==> config.mk <==
export PLATFORM = sky130hd
export DESIGN_NAME = wbuf_post
export DESIGN_NICKNAME = d
export VERILOG_FILES = /design/src/rtl/wbuf_pkg.sv /design/src/rtl/wbuf_lane.sv /design/src/rtl/wbuf_fifo.sv /design/src/rtl/wbuf_timer.sv /design/src/rtl/wbuf_post.sv
export SDC_FILE = /design/constraint.sdc
export NUM_CORES = 1
export LEC_CHECK = 0
export ABC_AREA = 0
export BUFFER_PORTS_ARGS = -buffer_cell sky130_fd_sc_hd__buf_2
export CAP_MARGIN = 10
export CORE_ASPECT_RATIO = 0.9
export CORE_MARGIN = 10
export CORE_UTILIZATION = 62
export DETAILED_ROUTE_END_ITERATION = 12
export GPL_ROUTABILITY_DRIVEN = 1
export PLACE_DENSITY = 0.84
export SYNTH_ARGS = -nofsm -noshare
export SYNTH_HDL_FRONTEND = slang
export SYNTH_SLANG_ARGS = --single-unit
==> constraint.sdc <==
create_clock -name clk -period 4.52 [get_ports clk]
set_input_delay 0.904 -clock clk [delete_from_list [all_inputs] [get_ports clk]]
set_output_delay 0.904 -clock clk [all_outputs]
set_load 0.005 [all_outputs]
==> src/rtl/wbuf_pkg.sv <==
`timescale 1ns/1ps
package wbuf_pkg;

    localparam int LANES   = 4;
    localparam int WORD_W  = 8 * LANES;
    localparam int WADDR_W = 30;

    typedef enum logic [1:0] {
        SZ_BYTE  = 2'd0,
        SZ_HALF  = 2'd1,
        SZ_WORD  = 2'd2,
        SZ_WORD2 = 2'd3
    } wsize_e;

    typedef struct packed {
        logic [WADDR_W-1:0] waddr;
        logic [WORD_W-1:0]  data;
        logic [LANES-1:0]   mask;
    } entry_t;

endpackage

==> src/rtl/wbuf_lane.sv <==
`timescale 1ns/1ps
module wbuf_lane
    import wbuf_pkg::*;
(
    input  logic [1:0]        offset,
    input  logic [1:0]        size,
    input  logic [WORD_W-1:0] data_in,
    output logic [LANES-1:0]  mask,
    output logic [WORD_W-1:0] data_out
);

    wsize_e sz;

    always_comb begin
        sz       = wsize_e'(size);
        mask     = '0;
        data_out = '0;
        for (int ln = 0; ln < LANES; ln++) begin
            unique case (sz)
                SZ_BYTE: begin
                    mask[ln]           = (offset == 2'(ln));
                    data_out[8*ln +: 8] = data_in[7:0];
                end
                SZ_HALF: begin
                    mask[ln]           = (offset[1] == ln[1]);
                    data_out[8*ln +: 8] = data_in[8*(ln % 2) +: 8];
                end
                default: begin
                    mask[ln]           = 1'b1;
                    data_out[8*ln +: 8] = data_in[8*ln +: 8];
                end
            endcase
        end
    end

endmodule

==> src/rtl/wbuf_fifo.sv <==
`timescale 1ns/1ps
module wbuf_fifo
    import wbuf_pkg::*;
#(
    parameter int DEPTH = 4
) (
    input  logic   clk,
    input  logic   rst_n,
    input  logic   push,
    input  entry_t push_entry,
    input  logic   pop,
    output entry_t head,
    output logic   empty,
    output logic   full,
    output logic   multi
);

    localparam int PW = (DEPTH > 1) ? $clog2(DEPTH) : 1;
    localparam int CW = $clog2(DEPTH + 1);

    typedef struct packed {
        entry_t [DEPTH-1:0] slot;
        logic [PW-1:0]      wp;
        logic [PW-1:0]      rp;
        logic [CW-1:0]      cnt;
    } fifo_st_t;

    fifo_st_t st_d, st_q;

    function automatic logic [PW-1:0] step(input logic [PW-1:0] p);
        return (p == PW'(DEPTH - 1)) ? '0 : p + PW'(1);
    endfunction

    always_comb begin
        st_d = st_q;
        if (push) begin
            st_d.slot[st_q.wp] = push_entry;
            st_d.wp            = step(st_q.wp);
        end
        if (pop) begin
            st_d.rp = step(st_q.rp);
        end
        unique case ({push, pop})
            2'b10:   st_d.cnt = st_q.cnt + CW'(1);
            2'b01:   st_d.cnt = st_q.cnt - CW'(1);
            default: st_d.cnt = st_q.cnt;
        endcase
    end

    always_ff @(posedge clk) begin
        if (!rst_n) begin
            st_q <= '0;
        end else begin
            st_q <= st_d;
        end
    end

    assign head  = st_q.slot[st_q.rp];
    assign empty = (st_q.cnt == '0);
    assign full  = (st_q.cnt == CW'(DEPTH));
    assign multi = (st_q.cnt > CW'(1));

endmodule

==> src/rtl/wbuf_timer.sv <==
`timescale 1ns/1ps
module wbuf_timer #(
    parameter int FIRST_LAT = 8,
    parameter int NEXT_LAT  = 6
) (
    input  logic clk,
    input  logic rst_n,
    input  logic start_cold,
    input  logic busy,
    input  logic more_after,
    output logic done
);

    localparam int LMAX = (FIRST_LAT > NEXT_LAT) ? FIRST_LAT : NEXT_LAT;
    localparam int TW   = $clog2(LMAX + 1);

    typedef struct packed {
        logic [TW-1:0] left;
    } tmr_st_t;

    tmr_st_t st_d, st_q;

    always_comb begin
        st_d = st_q;
        done = busy && (st_q.left == '0);
        if (start_cold) begin
            st_d.left = TW'(FIRST_LAT - 1);
        end else if (done) begin
            st_d.left = more_after ? TW'(NEXT_LAT - 1) : '0;
        end else if (st_q.left != '0) begin
            st_d.left = st_q.left - TW'(1);
        end
    end

    always_ff @(posedge clk) begin
        if (!rst_n) begin
            st_q <= '0;
        end else begin
            st_q <= st_d;
        end
    end

endmodule

==> src/rtl/wbuf_post.sv <==
`timescale 1ns/1ps
module wbuf_post
    import wbuf_pkg::*;
#(
    parameter int DEPTH     = 4,
    parameter int FIRST_LAT = 8,
    parameter int NEXT_LAT  = 6
) (
    input  logic                clk,
    input  logic                rst_n,
    input  logic                wr_valid,
    input  logic [31:0]         wr_addr,
    input  logic [1:0]          wr_size,
    input  logic [WORD_W-1:0]   wr_data,
    output logic                wr_stall,
    output logic                buf_empty,
    output logic                mem_valid,
    output logic [WADDR_W-1:0]  mem_addr,
    output logic [WORD_W-1:0]   mem_data,
    output logic [LANES-1:0]    mem_mask,
    output logic                mem_done
);

    logic             f_empty, f_full, f_multi;
    logic             accept, retire;
    entry_t           new_entry, head;
    logic [LANES-1:0] lane_mask;
    logic [WORD_W-1:0] lane_data;

    wbuf_lane u_lane (
        .offset   (wr_addr[1:0]),
        .size     (wr_size),
        .data_in  (wr_data),
        .mask     (lane_mask),
        .data_out (lane_data)
    );

    always_comb begin
        new_entry.waddr = wr_addr[31:2];
        new_entry.data  = lane_data;
        new_entry.mask  = lane_mask;
    end

    assign wr_stall = f_full && !retire;
    assign accept   = wr_valid && !wr_stall;

    wbuf_fifo #(.DEPTH(DEPTH)) u_fifo (
        .clk        (clk),
        .rst_n      (rst_n),
        .push       (accept),
        .push_entry (new_entry),
        .pop        (retire),
        .head       (head),
        .empty      (f_empty),
        .full       (f_full),
        .multi      (f_multi)
    );

    wbuf_timer #(.FIRST_LAT(FIRST_LAT), .NEXT_LAT(NEXT_LAT)) u_timer (
        .clk        (clk),
        .rst_n      (rst_n),
        .start_cold (accept && f_empty),
        .busy       (!f_empty),
        .more_after (f_multi || accept),
        .done       (retire)
    );

    assign buf_empty = f_empty;
    assign mem_valid = !f_empty;
    assign mem_addr  = head.waddr;
    assign mem_data  = head.data;
    assign mem_mask  = head.mask;
    assign mem_done  = retire;

endmodule

Word level (Yosys, flattened, before mapping)
Index checks and enable logic that the tools add are counted.

storage, ports and cells
  word-level logic and storage cells = 75
  input port bits = 69
  output and inout bits = 70
  bits in registers = 275

operators by class
  mux-type cells = 19
  add/subtract/negate cells = 5
  equal/unequal tests = 9
  bitwise operators = 2
  $lt $le $gt $ge = 4
  reduce and logical (&&, ||, !) cells = 19

operators with widths
  kind                 number
  $bwmux 264           1
  $bmux 66 s2          1
  $demux 66 s2         1
  $mux 66              2
  $mux 8               2
  $pmux 8 s2           1
  $eq 2x2->1 const B   5
  $mux 4               2
  $pmux 1 s2           4
  $eq 2x1->1 const B   3
  $lt 2x3->1 const B   2
  $mux 3               2
  $pmux 3 s2           1
  $logic_and 1x1->1    5
  $add 2x1->2 const B  2
  $logic_not 2->1      2
  $logic_not 4->1      1
  $mux 2               2
  $reduce_bool 2->1    2
  $reduce_bool 4->1    1
  $reduce_or 2->1      2
  $sub 4x1->4 const B  1
  $add 3x1->3 const B  1
  $eq 3x3->1 const B   1
  other kinds (8)      11

Logic depth before layout (Yosys ltp)
  depth after elaboration = 11
  gate-level depth with buffers = 10
  mapped depth without buffers = 10

By module
From an unflattened synthesis, not the netlist that was laid out.

second synthesis, totals
  cell total of the unflattened synthesis = 1369
  area, all modules = 12664.6 sq um

by module, submodules not included
  module      seq. area each (sq um)  cells an instance  times used  area each (sq um)
  wbuf_fifo   5425.2                  1279               1           11838.9
  wbuf_lane   0.0                     60                 1           531.8
  wbuf_timer  80.1                    24                 1           252.7
  wbuf_post   0.0                     6                  1           41.3

Least setup slack after synthesis
No wires, ideal clock.

  path type = register to output
  from = register u_fifo.st_q[3] in the netlist's numbering
  to = output mem_addr[20]
  data arrival time = 1442 ps
  cell stages (with the launch flop) = 5
  setup slack = 2174 ps
  required time = 3616 ps
  path buffers = 3
  cells stage by stage = dfxtp_1 > buf_2 > buf_4 > buf_2 > mux4_2

between the ends
  cells in the longest elaborated chain, start to end = 2

RTL lines
  element                        RTL line         source
  start: declaration             wbuf_fifo.sv:28  fifo_st_t st_d, st_q;
  start signal: assignment       wbuf_fifo.sv:54  st_q <= st_d;
  $bmux 66 s2                    wbuf_fifo.sv:58  assign head = st_q.slot[st_q.rp];
  $mux 66 (implied by the code)  wbuf_fifo.sv:58
  end: declaration               wbuf_post.sv:18  output logic [WADDR_W-1:0] mem_addr,

Every way passes these cells. The select of a mux whose other input is x is not followed.

Worst setup path in the final report
  from = register u_fifo.st_q[3] in the netlist's numbering
  to = output mem_data[7]

between the ends
  cells in the longest elaborated chain, start to end = 2

RTL lines
  element                        RTL line         source
  $bmux 66 s2                    wbuf_fifo.sv:58
  $mux 66 (implied by the code)  wbuf_fifo.sv:58
  end: declaration               wbuf_post.sv:19  output logic [WORD_W-1:0] mem_data,

Every way passes these cells. The select of a mux whose other input is x is not followed.

==> reports/metrics.json <==
{
  "crit_type": {"value": "reg2out"},
  "core.rowCount": {"value": 47},
  "dr.pass1.iters": {"value": 5},
  "timing.critical_path.arrival": {"value": 2.51, "unit": "ns"},
  "clk_root_buffer_cell": {"value": "sky130_fd_sc_hd__clkbuf_16"},
  "globalplace.congestion": {"value": 0.858},
  "whs_endpoint": {"value": "u_fifo.st_q[38]"},
  "detail_route.vias_per_cell": {"value": 6.12},
  "timing.final.crit_period": {"value": 3.42, "unit": "ns"},
  "worst_setup_path_start_kind": {"value": "flip-flop"},
  "final_global_route_overflow_total": {"value": 0},
  "cts-root-to-sink-buffers": {"value": 3},
  "cp.buffers_inverters": {"value": 2},
  "postLayoutCellArea": {"value": 12800, "unit": "sq um"},
  "grt_first_pass_wirelength": {"value": 45000, "unit": "um"},
  "fmax": {"value": 293, "unit": "MHz"},
  "switching_share": {"value": 28.1, "unit": "%"},
  "final_max_slew_viol_count": {"value": 0},
  "core_area": {"value": 18300, "unit": "sq um"},
  "worst_ir_drop_vdd": {"value": 359, "unit": "uV"},
  "run_status": {"value": "finished clean"},
  "yosysSeqAreaShare": {"value": 48.1, "unit": "%"},
  "grt_util_all_layers": {"value": 22.1, "unit": "%"},
  "setup_viol_count_final": {"value": 0},
  "timing.critical_path.required": {"value": 3.62, "unit": "ns"},
  "worstReg2RegStart": {"value": "u_timer.st_q[0]"},
  "cap_violations": {"value": 0},
  "biggest_area_contributors_in_the_synthesized_netlist": {"value": "sky130_fd_sc_hd__dfxtp_1, sky130_fd_sc_hd__mux4_2, sky130_fd_sc_hd__nand3_1, sky130_fd_sc_hd__o21ai_0, sky130_fd_sc_hd__o21ai_1"},
  "ys_ff_latch": {"value": 275},
  "detailed_place.area": {"value": 11900, "unit": "sq um"},
  "skew": {"value": 0.0169, "unit": "ns"},
  "path_cells": {"value": "buf_12 > mux4_2 > buf_2"},
  "detail_route.wl_per_cell": {"value": 18.7, "unit": "um"},
  "power.density": {"value": 487, "unit": "nW/um^2"},
  "critical_path.slowest_cell": {"value": "sky130_fd_sc_hd__dfxtp_4"},
  "worstSkewPairLatency": {"value": 0.52, "unit": "ns"},
  "critPathMaxFanout": {"value": 44},
  "routed_wl": {"value": 27900, "unit": "um"},
  "finalPower": {"value": 6.26, "unit": "mW"},
  "synth_most_common_cell": {"value": "sky130_fd_sc_hd__dfxtp_1"},
  "relative_contribution_of_combinational_cells_to_total_power": {"value": 18.8, "unit": "%"},
  "fill_cells": {"value": 1346},
  "timing.max_slew.rel_slack": {"value": 30.8, "unit": "%"},
  "htree_levels": {"value": 1},
  "p_int": {"value": 4.50, "unit": "mW"},
  "synth_largest_area_cell": {"value": "sky130_fd_sc_hd__dfxtp_1"},
  "number_of_global_route_vias_before_repair": {"value": 9036},
  "syn_area": {"value": 11400, "unit": "sq um"},
  "hpwl": {"value": 17800, "unit": "um"},
  "fin_tns_setup": {"value": 0, "unit": "ns"},
  "syn-mean-instance-area": {"value": 9.82, "unit": "sq um"},
  "drt_iter0_markers": {"value": 794},
  "number_of_warnings_issued_by_yosys": {"value": 0},
  "numPortBuffers": {"value": 138},
  "leakagePower": {"value": 4.81, "unit": "nW"},
  "switching_power": {"value": 1.76, "unit": "mW"},
  "hp-start": {"value": "u_fifo.st_q[38]"},
  "final_hold_viols": {"value": 0},
  "worst_path_dominant_cell_family": {"value": "flip-flops"},
  "antenna_violating_nets_post_route": {"value": 0},
  "pwr-share-clk": {"value": 36.1, "unit": "%"},
  "syn_nets": {"value": 1246},
  "synth_top_flop_cell": {"value": "sky130_fd_sc_hd__dfxtp_1"},
  "crit-reg2reg-capture": {"value": "u_fifo.st_q[29]"},
  "min-delay-path-class": {"value": "reg2reg"},
  "route.vias.total": {"value": 9154},
  "min_period_over_period": {"value": 75.6, "unit": "%"},
  "dieWidth": {"value": 163, "unit": "um"},
  "numClockSinks": {"value": 275},
  "synth-edff-count": {"value": 0},
  "numCtsBuffers": {"value": 27},
  "fraction_of_final_layout_cells_with_drive_strength_greater_than_1": {"value": 23.1, "unit": "%"},
  "seqPwrFrac": {"value": 45.1, "unit": "%"},
  "dieArea": {"value": 24300, "unit": "sq um"},
  "die_height": {"value": 149, "unit": "um"},
  "postSynth.asyncResetShare": {"value": 0, "unit": "%"},
  "clkSlewWorstSetupHoldPaths": {"value": 0.07, "unit": "ns"},
  "post-route-drc-count": {"value": 0},
  "initial_core_util": {"value": 62.6, "unit": "%"},
  "timing.reg2reg.setup_slack": {"value": 1.92, "unit": "ns"},
  "reg2regPathDepth": {"value": 8},
  "finalNetCount": {"value": 1313},
  "slowest_delay": {"value": 0.96, "unit": "ns"},
  "worstSetupEndpointType": {"value": "output pin"},
  "whs_path_depth": {"value": 2},
  "cts_repair_resize_count": {"value": 0},
  "grt_setup_unrepaired": {"value": "false"},
  "pin_count_of_the_biggest_net_entering_global_routing": {"value": 106},
  "ioPinCount": {"value": 139},
  "antenna_found_initial": {"value": 2},
  "cts_tree": {"value": "yes"},
  "area_growth": {"value": 12.2, "unit": "%"},
  "synth_top_area_share": {"value": 48.1, "unit": "%"},
  "cts_setup_buffers": {"value": 0},
  "hold_buffers": {"value": 0},
  "yosys-top-cells-count": {"value": "sky130_fd_sc_hd__dfxtp_1, sky130_fd_sc_hd__nand3_1, sky130_fd_sc_hd__o21ai_0"},
  "synth_cell_types": {"value": 37},
  "postSynthCellCount": {"value": 1165},
  "worst_slew_pin_slew": {"value": 1.04, "unit": "ns"}
}
cells by family after synthesis:
family	Yosys count	synth area share, %
xor gates and xnor gates	3	0.230
muxes	93	15.5
AOI/OAI and AO/OA	298	13.8
buffers and inverters	125	6.13
and+or+nand+nor	359	14.9
DFF	275	48.1
adders and majority gates	12	1.31
final cells by class:
| cell class | count | area (sq um) | share of cell area (%) |
|---|---|---|---|
| multi-input combinational | 765 | 5250 | 40.9 |
| antenna | 2 | 5.00 | 0.0390 |
| tap | 245 | 307 | 2.39 |
| clock buffer | 33 | 749 | 5.84 |
| sequential | 275 | 5510 | 42.9 |
| timing repair buffer | 152 | 831 | 6.47 |
| clock inverter | 12 | 148 | 1.15 |
| inverter | 11 | 41.3 | 0.322 |
worst max path at each step:
stage                         from            to  slack (ns)  depth (start not counted)
floorplan           u_fifo.st_q[3]  mem_addr[20]        2.17                          4
global placement    u_fifo.st_q[3]  mem_data[20]        1.62                          3
detailed placement  u_fifo.st_q[3]  mem_data[13]        1.59                          3
CTS                 u_fifo.st_q[3]   mem_data[7]        1.03                          3
global route        u_fifo.st_q[3]  mem_data[16]        0.91                          3
finish              u_fifo.st_q[3]   mem_data[7]        1.10                          3
per-stage QoR:
step	hold slack [ns]	instances	utilization [%]	setup slack, ns
floorplan	0.435	1165	-	2.17
global placement	0.444	1448	65.3	1.62
detailed placement	0.451	1448	65.3	1.59
CTS	0.460	1493	70.2	1.03
global route	0.486	1495	70.2	0.913
finish	0.457	1495	70.2	1.10
placed cells by master, fill, tap and decap left out, types with 2 or more instances in the layout:
master	Yosys	final
sky130_fd_sc_hd__o21ai_1	64	64
sky130_fd_sc_hd__clkinv_4	0	2
sky130_fd_sc_hd__nor2_1	6	6
sky130_fd_sc_hd__nor3_1	3	3
sky130_fd_sc_hd__or3_1	3	3
sky130_fd_sc_hd__o21ai_0	215	215
sky130_fd_sc_hd__inv_1	10	10
sky130_fd_sc_hd__ha_1	12	12
sky130_fd_sc_hd__dfxtp_1	275	273
sky130_fd_sc_hd__diode_2	0	2
sky130_fd_sc_hd__a21oi_1	7	7
sky130_fd_sc_hd__clkinvlp_4	0	2
sky130_fd_sc_hd__nor2b_1	2	2
sky130_fd_sc_hd__mux2i_1	11	11
sky130_fd_sc_hd__mux4_2	66	66
sky130_fd_sc_hd__buf_2	17	137
sky130_fd_sc_hd__buf_12	0	2
sky130_fd_sc_hd__clkbuf_8	0	3
sky130_fd_sc_hd__buf_4	10	12
sky130_fd_sc_hd__o211ai_4	3	4
sky130_fd_sc_hd__clkbuf_1	45	2
sky130_fd_sc_hd__clkinv_2	0	5
sky130_fd_sc_hd__xor2_1	3	3
sky130_fd_sc_hd__nand2_1	77	77
sky130_fd_sc_hd__mux2_2	16	16
sky130_fd_sc_hd__nand3_1	264	264
sky130_fd_sc_hd__clkbuf_16	0	28
sky130_fd_sc_hd__bufinv_16	0	3
sky130_fd_sc_hd__dfxtp_4	0	2
worst min-delay path, delay by kind of cell (launching register included):
family / cells / cell delay, ns
DFF: 1 / 0.30
and+or+nand+nor: 1 / 0.05
AOI/OAI and AO/OA: 1 / 0.05
metal layers:
layer / vias up / GRT usage [%] / share of wire, %
li1: 4371 / - / -
met1: 4375 / 29.2 / 42
met2: 340 / 35.7 / 47
met3: 68 / 4.17 / 7.4
met4: 0 / 7.75 / 3.3
met5: - / 0 / 0
state kept, by name (all words and copies together), names as in the netlist:
name          cells
u_timer.st_q      4
u_fifo.st_q     271
power by group through the flow:
stage          logic [mW]  registers, mW  clock network (mW)
2_1_floorplan       0.990           2.71                   0
3_3_place_gp         1.14           2.87                   0
3_5_place_dp         1.18           2.87                   0
4_1_cts              1.19           2.82                2.29
5_1_grt              1.31           2.86                2.38
6_report             1.18           2.82                2.26
(Power assumes the default switching activity.)
